===== src/rtl/perf_mon_pkg.sv =====
package perf_mon_pkg;

  localparam int SEL_W     = 8;
  localparam int NUM_CNT   = 3;
  localparam int NUM_EVCNT = 2;
  localparam int IDX_EV0   = 0;
  localparam int IDX_EV1   = 1;
  localparam int IDX_CYC   = 2;

  // control word bit positions (software decodes these)
  localparam int BIT_EN     = 0;
  localparam int BIT_EVCLR  = 1;
  localparam int BIT_CYCCLR = 2;
  localparam int BIT_DIV    = 3;
  localparam int IE_LSB     = 4;
  localparam int PAD_LO     = 7;
  localparam int FLAG_LSB   = 8;
  localparam int PAD_MID    = 11;
  localparam int SEL_LSB    = 12;
  localparam int PAD_TOP    = SEL_LSB + NUM_EVCNT * SEL_W;

  localparam logic [SEL_W-1:0] SEL_NONE = 8'hFF;

  localparam logic [1:0] ADDR_CTL = 2'd0;
  localparam logic [1:0] ADDR_CYC = 2'd1;
  localparam logic [1:0] ADDR_EV0 = 2'd2;
  localparam logic [1:0] ADDR_EV1 = 2'd3;

  typedef struct packed {
    logic                             countEn;
    logic                             divMode;
    logic                             evClr;
    logic                             cycClr;
    logic [NUM_CNT-1:0]               cntWr;
    logic [NUM_EVCNT-1:0][SEL_W-1:0]  evSel;
  } pmStrobe_t;

  function automatic logic [1:0] cntAddr(input int idx);
    case (idx)
      IDX_EV0: return ADDR_EV0;
      IDX_EV1: return ADDR_EV1;
      default: return ADDR_CYC;
    endcase
  endfunction

endpackage


===== src/rtl/perf_mon_counter.sv =====
module perf_mon_counter #(
  parameter int W = 32
) (
  input  logic         clk,
  input  logic         rstN,
  input  logic         load,
  input  logic [W-1:0] loadVal,
  input  logic         clear,
  input  logic         step,
  output logic [W-1:0] cntQ,
  output logic         wrapPulse
);

  // a load or clear in the same clock suppresses the wrap
  assign wrapPulse = step && !load && !clear && (cntQ == {W{1'b1}});

  always_ff @(posedge clk or negedge rstN) begin
    if (!rstN)      cntQ <= '0;
    else if (load)  cntQ <= loadVal;
    else if (clear) cntQ <= '0;
    else if (step)  cntQ <= cntQ + 1'b1;
  end

endmodule


===== src/rtl/perf_mon_dp.sv =====
module perf_mon_dp
  import perf_mon_pkg::*;
#(
  parameter int DATA_W  = 32,
  parameter int NUM_EVT = 16,
  parameter int DIV_LOG = 6
) (
  input  logic                            clk,
  input  logic                            rstN,
  input  pmStrobe_t                       strb,
  input  logic [DATA_W-1:0]               wrData,
  input  logic [NUM_EVT-1:0]              eventIn,
  output logic [NUM_CNT-1:0][DATA_W-1:0]  cntVal,
  output logic [NUM_CNT-1:0]              ovfPulse
);

  localparam int EVT_IDX_W = (NUM_EVT > 1) ? $clog2(NUM_EVT) : 1;

  logic [DIV_LOG-1:0]  preQ;
  logic                cycTick;
  logic [NUM_CNT-1:0]  stepVec;
  logic [NUM_CNT-1:0]  clrVec;

  // prescaler for the divided cycle mode
  always_ff @(posedge clk or negedge rstN) begin
    if (!rstN)                             preQ <= '0;
    else if (strb.cycClr)                  preQ <= '0;
    else if (strb.countEn && strb.divMode) preQ <= preQ + 1'b1;
  end

  assign cycTick = strb.countEn && (!strb.divMode || (preQ == {DIV_LOG{1'b1}}));

  assign stepVec[IDX_CYC] = cycTick;
  assign clrVec[IDX_CYC]  = strb.cycClr;

  for (genvar k = 0; k < NUM_EVCNT; k++) begin : g_evsel
    logic selValid;
    assign selValid = (strb.evSel[k] != SEL_NONE) && (int'(strb.evSel[k]) < NUM_EVT);
    assign stepVec[k] = strb.countEn && selValid && eventIn[strb.evSel[k][EVT_IDX_W-1:0]];
    assign clrVec[k]  = strb.evClr;
  end

  for (genvar i = 0; i < NUM_CNT; i++) begin : g_cnt
    perf_mon_counter #(.W(DATA_W)) u_cnt (
      .clk      (clk),
      .rstN     (rstN),
      .load     (strb.cntWr[i]),
      .loadVal  (wrData),
      .clear    (clrVec[i]),
      .step     (stepVec[i]),
      .cntQ     (cntVal[i]),
      .wrapPulse(ovfPulse[i])
    );
  end

endmodule


===== src/rtl/perf_mon_ctrl.sv =====
module perf_mon_ctrl
  import perf_mon_pkg::*;
#(
  parameter int DATA_W = 32
) (
  input  logic               clk,
  input  logic               rstN,
  input  logic               busWrEn,
  input  logic [1:0]         busAddr,
  input  logic [DATA_W-1:0]  busWrData,
  input  logic [NUM_CNT-1:0] ovfPulse,
  output pmStrobe_t          strb,
  output logic [DATA_W-1:0]  ctlWord,
  output logic [NUM_CNT-1:0] flagQ,
  output logic [NUM_CNT-1:0] ieQ,
  output logic               countEn,
  output logic               irq
);

  logic                            enQ;
  logic                            divQ;
  logic [NUM_EVCNT-1:0][SEL_W-1:0] selQ;
  logic                            ctlWr;
  logic [NUM_CNT-1:0]              flagClr;
  logic                            unusedWrBits;

  assign ctlWr        = busWrEn && (busAddr == ADDR_CTL);
  assign flagClr      = ctlWr ? busWrData[FLAG_LSB +: NUM_CNT] : '0;
  assign unusedWrBits = ^{busWrData[DATA_W-1:PAD_TOP], busWrData[PAD_MID], busWrData[PAD_LO]};

  always_ff @(posedge clk or negedge rstN) begin
    if (!rstN) begin
      enQ   <= 1'b0;
      divQ  <= 1'b0;
      ieQ   <= '0;
      flagQ <= '0;
      selQ  <= {NUM_EVCNT{SEL_NONE}};
    end else begin
      // a fresh wrap beats a clear in the same clock
      flagQ <= (flagQ & ~flagClr) | ovfPulse;
      if (ctlWr) begin
        enQ  <= busWrData[BIT_EN];
        divQ <= busWrData[BIT_DIV];
        ieQ  <= busWrData[IE_LSB +: NUM_CNT];
        for (int k = 0; k < NUM_EVCNT; k++)
          selQ[k] <= busWrData[SEL_LSB + k*SEL_W +: SEL_W];
      end
    end
  end

  always_comb begin
    strb.countEn = enQ;
    strb.divMode = divQ;
    strb.evClr   = ctlWr && busWrData[BIT_EVCLR];
    strb.cycClr  = ctlWr && busWrData[BIT_CYCCLR];
    strb.evSel   = selQ;
    for (int i = 0; i < NUM_CNT; i++)
      strb.cntWr[i] = busWrEn && (busAddr == cntAddr(i));
  end

  always_comb begin
    ctlWord                        = '0;
    ctlWord[BIT_EN]                = enQ;
    ctlWord[BIT_DIV]               = divQ;
    ctlWord[IE_LSB +: NUM_CNT]     = ieQ;
    ctlWord[FLAG_LSB +: NUM_CNT]   = flagQ;
    for (int k = 0; k < NUM_EVCNT; k++)
      ctlWord[SEL_LSB + k*SEL_W +: SEL_W] = selQ[k];
  end

  assign countEn = enQ;
  assign irq     = |(flagQ & ieQ);

endmodule


===== src/rtl/perf_mon.sv =====
module perf_mon
  import perf_mon_pkg::*;
#(
  parameter int DATA_W  = 32,
  parameter int NUM_EVT = 16,
  parameter int DIV_LOG = 6
) (
  input  logic               clk,
  input  logic               rstN,
  input  logic               busWrEn,
  input  logic [1:0]         busAddr,
  input  logic [DATA_W-1:0]  busWrData,
  output logic [DATA_W-1:0]  busRdData,
  input  logic [NUM_EVT-1:0] eventIn,
  output logic               irq
);

  pmStrobe_t                      strb;
  logic [DATA_W-1:0]              ctlWord;
  logic [NUM_CNT-1:0]             flagQ;
  logic [NUM_CNT-1:0]             ieQ;
  logic                           countEn;
  logic [NUM_CNT-1:0]             ovfPulse;
  logic [NUM_CNT-1:0][DATA_W-1:0] cntVal;

  perf_mon_ctrl #(.DATA_W(DATA_W)) u_ctrl (
    .clk      (clk),
    .rstN     (rstN),
    .busWrEn  (busWrEn),
    .busAddr  (busAddr),
    .busWrData(busWrData),
    .ovfPulse (ovfPulse),
    .strb     (strb),
    .ctlWord  (ctlWord),
    .flagQ    (flagQ),
    .ieQ      (ieQ),
    .countEn  (countEn),
    .irq      (irq)
  );

  perf_mon_dp #(.DATA_W(DATA_W), .NUM_EVT(NUM_EVT), .DIV_LOG(DIV_LOG)) u_dp (
    .clk     (clk),
    .rstN    (rstN),
    .strb    (strb),
    .wrData  (busWrData),
    .eventIn (eventIn),
    .cntVal  (cntVal),
    .ovfPulse(ovfPulse)
  );

  always_comb begin
    case (busAddr)
      ADDR_CTL: busRdData = ctlWord;
      ADDR_CYC: busRdData = cntVal[IDX_CYC];
      ADDR_EV0: busRdData = cntVal[IDX_EV0];
      default:  busRdData = cntVal[IDX_EV1];
    endcase
  end

endmodule


===== config.mk =====
export PLATFORM = sky130hd
export DESIGN_NAME = perf_mon
export DESIGN_NICKNAME = d
export VERILOG_FILES = /design/src/rtl/perf_mon_pkg.sv /design/src/rtl/perf_mon_counter.sv /design/src/rtl/perf_mon_dp.sv /design/src/rtl/perf_mon_ctrl.sv /design/src/rtl/perf_mon.sv
export SDC_FILE = /design/constraint.sdc
export NUM_CORES = 1
export LEC_CHECK = 0
export CORE_MARGIN = 2
export CORE_UTILIZATION = 55
export CTS_CLUSTER_DIAMETER = 100
export DETAILED_ROUTE_END_ITERATION = 10
export PLACE_DENSITY_LB_ADDON = 0.2
export SYNTH_ARGS = -nofsm -noshare
export SYNTH_HDL_FRONTEND = slang
export SYNTH_HIERARCHICAL = 1
export SYNTH_SLANG_ARGS = --single-unit
export TNS_END_PERCENT = 1

===== constraint.sdc =====
create_clock -name clk -period 5 [get_ports clk]
set_input_delay 0.5 -clock clk [delete_from_list [all_inputs] [get_ports clk]]
set_output_delay 0.5 -clock clk [all_outputs]
set_load 0.005 [all_outputs]

Word level (Yosys, flattened, before mapping). Index checks and enable logic that the tools add are counted.

Register bits after elaboration: 126. Word-level logic and storage cells: 84.

Mux-type cells: 17. Reduce and logical (&&, ||, !) cells: 36. Equality and inequality tests: 9. $add $sub $neg: 4. Bitwise operators: 4. $lt $le $gt $ge: 4.

Operators by type and width (number): $mux 32 (9); $add 32x1->32 const B (3); $eq 32x32->1 const B (3); $pmux 32 s3 (1); $logic_and 1x1->1 (23); $lt 8x5->1 const B (2); $ne 8x8->1 const B (2); $mux 6 (2); $lt 4x5->1 const B (2); $reduce_bool 3->1 (3); $bmux 1 s4 (2); $add 6x1->6 const B (1); $and 3x3->3 (2); $eq 6x6->1 const B (1); $logic_not 1->1 (6); $eq 2x2->1 const B (2); $mux 3 (1); $not 3->3 (1); $or 3x3->3 (1); $reduce_or 3->1 (1); $eq 2x1->1 const B (1); $logic_not 2->1 (1); $mux 1 (2); $reduce_bool 2->1 (1); $logic_or 1x1->1 (1).

Depth between registers and ports, before layout. Gate-level depths: netlist of the first run.

Depth after elaboration: 8. Depth in mapped cells: 10. Gate-level depth less buffers: 10.

Modules after synthesis. Netlist of the first run, hierarchy kept.

By module, submodules not included: perf_mon_counter (instances 3, seq. area each 800.8 µm², cells an instance 268, area an instance 2188.3 µm²); perf_mon_ctrl (instances 1, seq. area each 620.6 µm², cells an instance 97, area an instance 1262.5 µm²); perf_mon (instances 1, seq. area each 0.0 µm², cells an instance 39, area an instance 814.5 µm²); perf_mon_dp (instances 1, seq. area each 150.1 µm², cells an instance 45, area an instance 568.0 µm²).

Least setup slack after synthesis of the first run. No wires, ideal clock.

Path type: register to register. Start: register u_ctrl.selQ (netlist bit u_ctrl/ctlWord[14]). End: register u_dp.g_cnt[0].u_cnt.cntQ[27]. Clock period less this slack: 3.016 ns. Cell stages (with the launch flop): 10. Data arrival time: 2.894 ns. Setup slack: 1.984 ns. Data required time: 4.878 ns. Cells stage by stage: dfstp_2 > buf_4 > mux4_1 > mux4_2 > and3_1 > or3_1 > clkbuf_1 > and3_1 > a41o_1 > a32o_1.

Cells in the longest elaborated chain, start to end: 5. Elaborated cells between the ends (all ways): 8. Those cells by class: order compare (1); eq/ne (1); mux (2); reduce/logical (4).

Ends and longest elaborated chain: start, declared (line perf_mon_ctrl.sv:22) `logic [NUM_EVCNT-1:0][SEL_W-1:0] selQ;`; start signal, assigned (line perf_mon_ctrl.sv:37) `selQ <= {NUM_EVCNT{SEL_NONE}};`; start signal, assigned by index (line perf_mon_ctrl.sv:46) `selQ[k] <= busWrData[SEL_LSB + k*SEL_W +: SEL_W];`; $lt 8x5->1 or $ne 8x8->1 (tied branches) (line perf_mon_dp.sv:38) `assign selValid = (strb.evSel[k] != SEL_NONE) && (int'(strb.evSel[k]) < NUM_EVT);`; $logic_and 1x1->1 (line perf_mon_dp.sv:38); $logic_and 1x1->1 (line perf_mon_dp.sv:39) `assign stepVec[k] = strb.countEn && selValid && eventIn[strb.evSel[k][EVT_IDX_W-1:0]];`; $logic_and 1x1->1 * (line perf_mon_dp.sv:39); named net u_dp.stepVec[0] (line perf_mon_dp.sv:21) `logic [NUM_CNT-1:0] stepVec;`; $reduce_bool 3->1 (no line) *; end signal, assigned (line perf_mon_counter.sv:19) `else if (load) cntQ <= loadVal;`; end signal, assigned (line perf_mon_counter.sv:21) `else if (step) cntQ <= cntQ + 1'b1;`; end, declared (line perf_mon_counter.sv:10) `output logic [W-1:0] cntQ,`.

The timed path passes the listed nets; every way through them passes the cells marked *. The select of a mux whose other input is x is not followed. A chain may end at the register's enable or synchronous reset.

Worst setup path after layout of the first run. Same ends and word-level chain as after synthesis.

==> results.cfg, run 1 <==
[cts]
clock_sinks = 126
path_clk_slew_ns = 0.06
clock_tree.root_cell = clkbuf_16
postCtsSetupRepairBufs = 0
cts_buffers = 17
cts_hold_buf = 0
ctsHtreeMaxLevel = 4
clk_latency_ns = 0.42
cts_resized = 0
cts_tree = done
clock_path_buffers = 2

[cells_and_area]
area_delta_synth_final_pct = 13.2
fin_nets = 1058
n_fill_cell = 1361
drive_gt1_share_pct = 14.2
post-route-util_pct = 63.2

[sta]
fin_skew_ns = 0.00693
tightest_slew_ns = 1.15
fin_crit_ns = 3.44
finalSetupTns_ns = 0
clock.fmax_mhz = 291
hold_slack_ns = 0.124
fin_crit_sh_pct = 68.8
setup_violations = 0
maxSlewViolCount = 0
grt_setup_unrepaired = no
finalHoldViolCount = 0
slew_headroom_pct = 22.6

[route]
via_count = 8856
antenna_left = 0
routedWlPerCell_microns = 24.7
routed_wl_microns = 30400
dr.pass1.iters = 6
via_per_inst = 7.18
drc_errors = 0
drt_iter0_markers = 1693

[flow_run]
max_cap_viol_count = 0

[placement]
routabilityCongestion = 0.987
dp_hpwl_microns = 22300
port_buffers = 85

[run_status]
status = complete, no violations

[die]
io_pins = 86
die-area_sq_um = 17700
start_util_pct = 55.9
die_h_microns = 133
core.rowCount = 47
die-width_microns = 133
coreArea_sq_um = 16400

[global_routing]
grt_pass1_wl_microns = 47000
grt_usage_pct = 34.6
grt_max_degree = 54
grt_pass1_vias = 8237
grt-ovfl-total = 0
antenna_found_initial = 0

[logic_synthesis]
netlist_area_sq_um = 9170
avgSynthCellArea_sq_um = 9.36
synthCells = 979
yosysWarnings = 6

[worst_setup_path]
cp-start-kind = flip-flop
path_max_fanout = 12
crit_arrival_ns = 3.75
reg2reg_slack_ns = 1.56
end_kind = flip-flop
r2r-start = u_ctrl/ctlWord[14]
worstSetupPathType = reg -> reg
cp.required_ns = 5.31
critPathLaunch = u_ctrl/ctlWord[14]

[pwr]
power_uw = 3450
p_leak_uw = 0.00383
vdd_drop_max_mv = 0.250
power_density_nw_per_um2 = 332

[min_path]
hold_class = in -> async
-- sequential cells by signal (all words and copies together) (netlist names) --
| register | cells |
|---|---|
| u_ctrl/ieQ | 3 |
| u_ctrl/ctlWord | 16 |
| u_dp/g_cnt.u_cnt/cntQ | 96 |
| u_ctrl/countEn | 1 |
| u_dp/preQ | 6 |
| u_ctrl/flagQ | 3 |
| u_ctrl/divQ | 1 |
-- metal layers --
metal,global-route usage [%],vias to the layer above,share of wire [%]
met1,48.7,4287,40
li1,-,3834,-
met2,52.1,636,44
met5,0,-,0
met3,8.70,99,11
met4,12.7,0,3.7
-- placed cells by master, fill, tap and decap left out, drive strengths merged, types with 10 or more instances in the layout --
| cell type | n |
|---|---|
| a21oi | 52 |
| nand2 | 127 |
| nand3 | 55 |
| mux4 | 42 |
| nor2 | 48 |
| dfstp | 16 |
| xor2 | 11 |
| mux2 | 21 |
| nor3b | 10 |
| or4 | 13 |
| buf | 13 |
| and2 | 12 |
| clkbuf | 25 |
| o21ai | 45 |
| and3 | 12 |
| and4 | 15 |
| xnor2 | 12 |
| nand4 | 66 |
| nor3 | 24 |
| nor4 | 29 |
| dfrtp | 110 |
| clkdlybuf4s50 | 83 |
| o211ai | 12 |
-- final cells by class --
type	instances	area [sq um]	area share, %
repair buffers	96	926	8.92
flip-flops and latches	126	3170	30.6
inverters	8	30.0	0.289
well taps	220	275	2.65
multi-input cells	752	5410	52.1
clock inverters	6	57.6	0.555
diodes	1	2.50	0.0241
clock buffers	25	505	4.87
-- critical path, cell delays in order (launching register included) --
cell	delay [ns]
dfstp_2	0.62
mux4_1	0.60
mux4_2	0.50
and3_1	0.41
or3_1	0.50
and3_1	0.22
a41o_1	0.23
a32o_1	0.24
-- through the flow --
step	setup slack (ns)	cells	instance area [sq um]
2_1_floorplan	1.98	986	9190
5_1_grt	1.50	1233	10400
3_5_place_dp	1.35	1202	9810
4_1_cts	1.59	1233	10400
6_report	1.56	1234	10400
3_3_place_gp	1.39	1202	9810
-- power breakdown --
part,switching (uW),internal (uW)
sequential,313,1190
clock,458,743
combinational,336,405
-- final timing paths --
kind                                                      to  cells after the start
worst min-delay path             u_dp/g_cnt[0].u_cnt/cntQ[9]                      1
min in group clk                             u_ctrl/flagQ[1]                      1
worst max register to register  u_dp/g_cnt[0].u_cnt/cntQ[27]                      7
max in group asynchronous                 u_ctrl/ctlWord[23]                      2
worst max-delay path            u_dp/g_cnt[0].u_cnt/cntQ[27]                      7
worst min register to register               u_ctrl/flagQ[1]                      1
No activity file was read; power rests on OpenSTA's default activity.
==> run 2, diff against run 1 <==
--- a/config.mk
+++ b/config.mk
@@ -6,7 +6,7 @@
 export NUM_CORES = 1
 export LEC_CHECK = 0
 export CORE_MARGIN = 2
-export CORE_UTILIZATION = 55
+export CORE_UTILIZATION = 53
 export CTS_CLUSTER_DIAMETER = 100
 export DETAILED_ROUTE_END_ITERATION = 10
 export PLACE_DENSITY_LB_ADDON = 0.2
==> constraint.sdc (replaced) <==
create_clock -name clk -period 3 [get_ports clk]
set_input_delay 0.3 -clock clk [delete_from_list [all_inputs] [get_ports clk]]
set_output_delay 0.3 -clock clk [all_outputs]
set_load 0.005 [all_outputs]
==> results.cfg, run 2 (same netlist as run 1, synthesis figures left out) <==
[sta]
fin_crit_ns = 2.98
finalSetupTns_ns = 0
fin_skew_ns = 0.00781
tightest_slew_ns = 0.723
fin_crit_sh_pct = 99.5
finalHoldViolCount = 0
maxSlewViolCount = 0
slew_headroom_pct = 51.4
clock.fmax_mhz = 335
grt_setup_unrepaired = yes
setup_violations = 0

[worst_setup_path]
crit_arrival_ns = 3.30
end_kind = flip-flop
cp-start-kind = flip-flop
path_max_fanout = 5
worstSetupPathType = reg -> reg
r2r_cells = 7
cp.required_ns = 3.31

[cells_and_area]
layout_commonest_cell = nand2_1
multi_input_area_sq_um = 5410
fin_nets = 1102
seqCellArea_sq_um = 3170
n_fill_cell = 1467
drive_gt1_share_pct = 18.9
final_cell_mix = 126 x nand2_1, 110 x dfrtp_1, 83 x clkdlybuf4s50_1
area_delta_synth_final_pct = 18.0
n_antenna_cell = 0
top_register = u_dp/g_cnt.u_cnt/cntQ
largest_reg_flops = 96

[pwr]
internal_power_uw = 4160
p_leak_uw = 0.00407
power_uw = 6060
clock_power_share_pct = 37.3
pwr-share-seq_pct = 41.4
switchingPower_uw = 1910
power_density_nw_per_um2 = 560
vdd_drop_max_mv = 0.439
netSwitchingFraction_pct = 31.4
p_comb_share_pct = 21.3

[global_routing]
grt_max_degree = 78
antenna_found_initial = 0
grt_usage_pct = 35.1
grt_pass1_vias = 8404
grt-ovfl-total = 0
grt_pass1_wl_microns = 48200

[placement]
routabilityCongestion = 0.946
dp_hpwl_microns = 23100
port_buffers = 85

[route]
antenna_left = 0
routedWlPerCell_microns = 24.5
via_count = 9036
drc_errors = 0
dr.pass1.iters = 8
routed_wl_microns = 31500
via_per_inst = 7.04
drt_iter0_markers = 1240

[die]
die-area_sq_um = 18400
die-width_microns = 136
coreArea_sq_um = 17100
io_pins = 86
core.rowCount = 48
start_util_pct = 53.5
die_h_microns = 136

[cts]
path_clk_slew_ns = 0.06
ctsHtreeMaxLevel = 4
clock_sinks = 126
clock_path_buffers = 2
cts_tree = done
postCtsSetupRepairBufs = 0
clk_latency_ns = 0.42
cts_buffers = 17
clock_tree.root_cell = clkbuf_16

[min_path]
holdPathStages = 3
hold_class = in -> reg

[run_status]
status = complete, no violations

[flow_run]
max_cap_viol_count = 0
## run 2: cell types whose count changed in the layout (fill, tap and decap cells not counted), moves of 2 or more
cell       delta
buf_4        +40
mux4_1        -5
mux4_2        +5
and3_1        -3
and3_4        +3
bufinv_16     +3
buf_12        +2
clkbuf_1      -2
clkbuf_8      -2
## run 2: power groups by stage
stage | logic (uW) | registers, uW | clock network [uW]
2_1_floorplan | 942 | 2260 | 0
3_3_place_gp | 1230 | 2500 | 0
3_5_place_dp | 1260 | 2510 | 0
4_1_cts | 1280 | 2490 | 2280
5_1_grt | 1390 | 2550 | 2370
6_report | 1290 | 2510 | 2260
## run 2: per-stage QoR
| stage | setup WS [ns] | util (%) | hold WS (ns) | cell area, sq um | cells |
|---|---|---|---|---|---|
| CTS | 0.00900 | 63.1 | 0.317 | 10800 | 1283 |
| global route | -0.0473 | 63.2 | 0.322 | 10800 | 1283 |
| global placement | -0.0869 | 59.4 | 0.285 | 10200 | 1250 |
| detailed placement | -0.112 | 59.4 | 0.288 | 10200 | 1250 |
| floorplan | -0.00497 | - | 0.00441 | 9200 | 986 |
| finish | 0.0164 | 63.2 | 0.331 | 10800 | 1283 |
## run 2: worst max-delay path: stages, from the launching register on
cell,delay (ns)
dfstp_2,0.62
mux4_2,0.54
mux4_2,0.52
and3_4,0.23
or3_4,0.38
and3_4,0.17
a41o_1,0.17
a32o_1,0.23
## run 2: timing repair
action | 4_1_cts | 5_1_grt
setup endpoints to repair | 2 | 8
pin swaps | 4 | 0
endpoints found under the hold margin | 49 | 0
gates resized for setup | 6 | 4
hold buffers | 1 | 0
## run 2: metal layers
metal,routed length (microns),up-vias,GRT usage (%)
li1,-,3916,-
met1,12900,4407,48.7
met2,14000,625,52.3
met3,3510,88,10.3
met4,1080,0,12.8
met5,0,-,0
## run 2: cell type report
class | count | share of cell area, %
clock buffers | 21 | 4.35
clock inverters | 11 | 1.52
inverters | 8 | 0.278
multi-input cells | 752 | 50.0
flip-flops and latches | 126 | 29.3
well taps | 225 | 2.60
repair buffers | 140 | 11.9
## run 2: path summary, 6_finish.rpt
kind	start	end	slack, ns
min reg2reg	u_ctrl/flagQ[1]	u_ctrl/flagQ[1]	0.53
min in group asynchronous	rstN	u_dp/g_cnt[0].u_cnt/cntQ[1]	0.40
max reg2reg	u_ctrl/ctlWord[14]	u_dp/g_cnt[0].u_cnt/cntQ[27]	0.02
max in group asynchronous	rstN	u_ctrl/ctlWord[17]	1.76
min	busAddr[0]	u_ctrl/countEn	0.33
max	u_ctrl/ctlWord[14]	u_dp/g_cnt[0].u_cnt/cntQ[27]	0.02
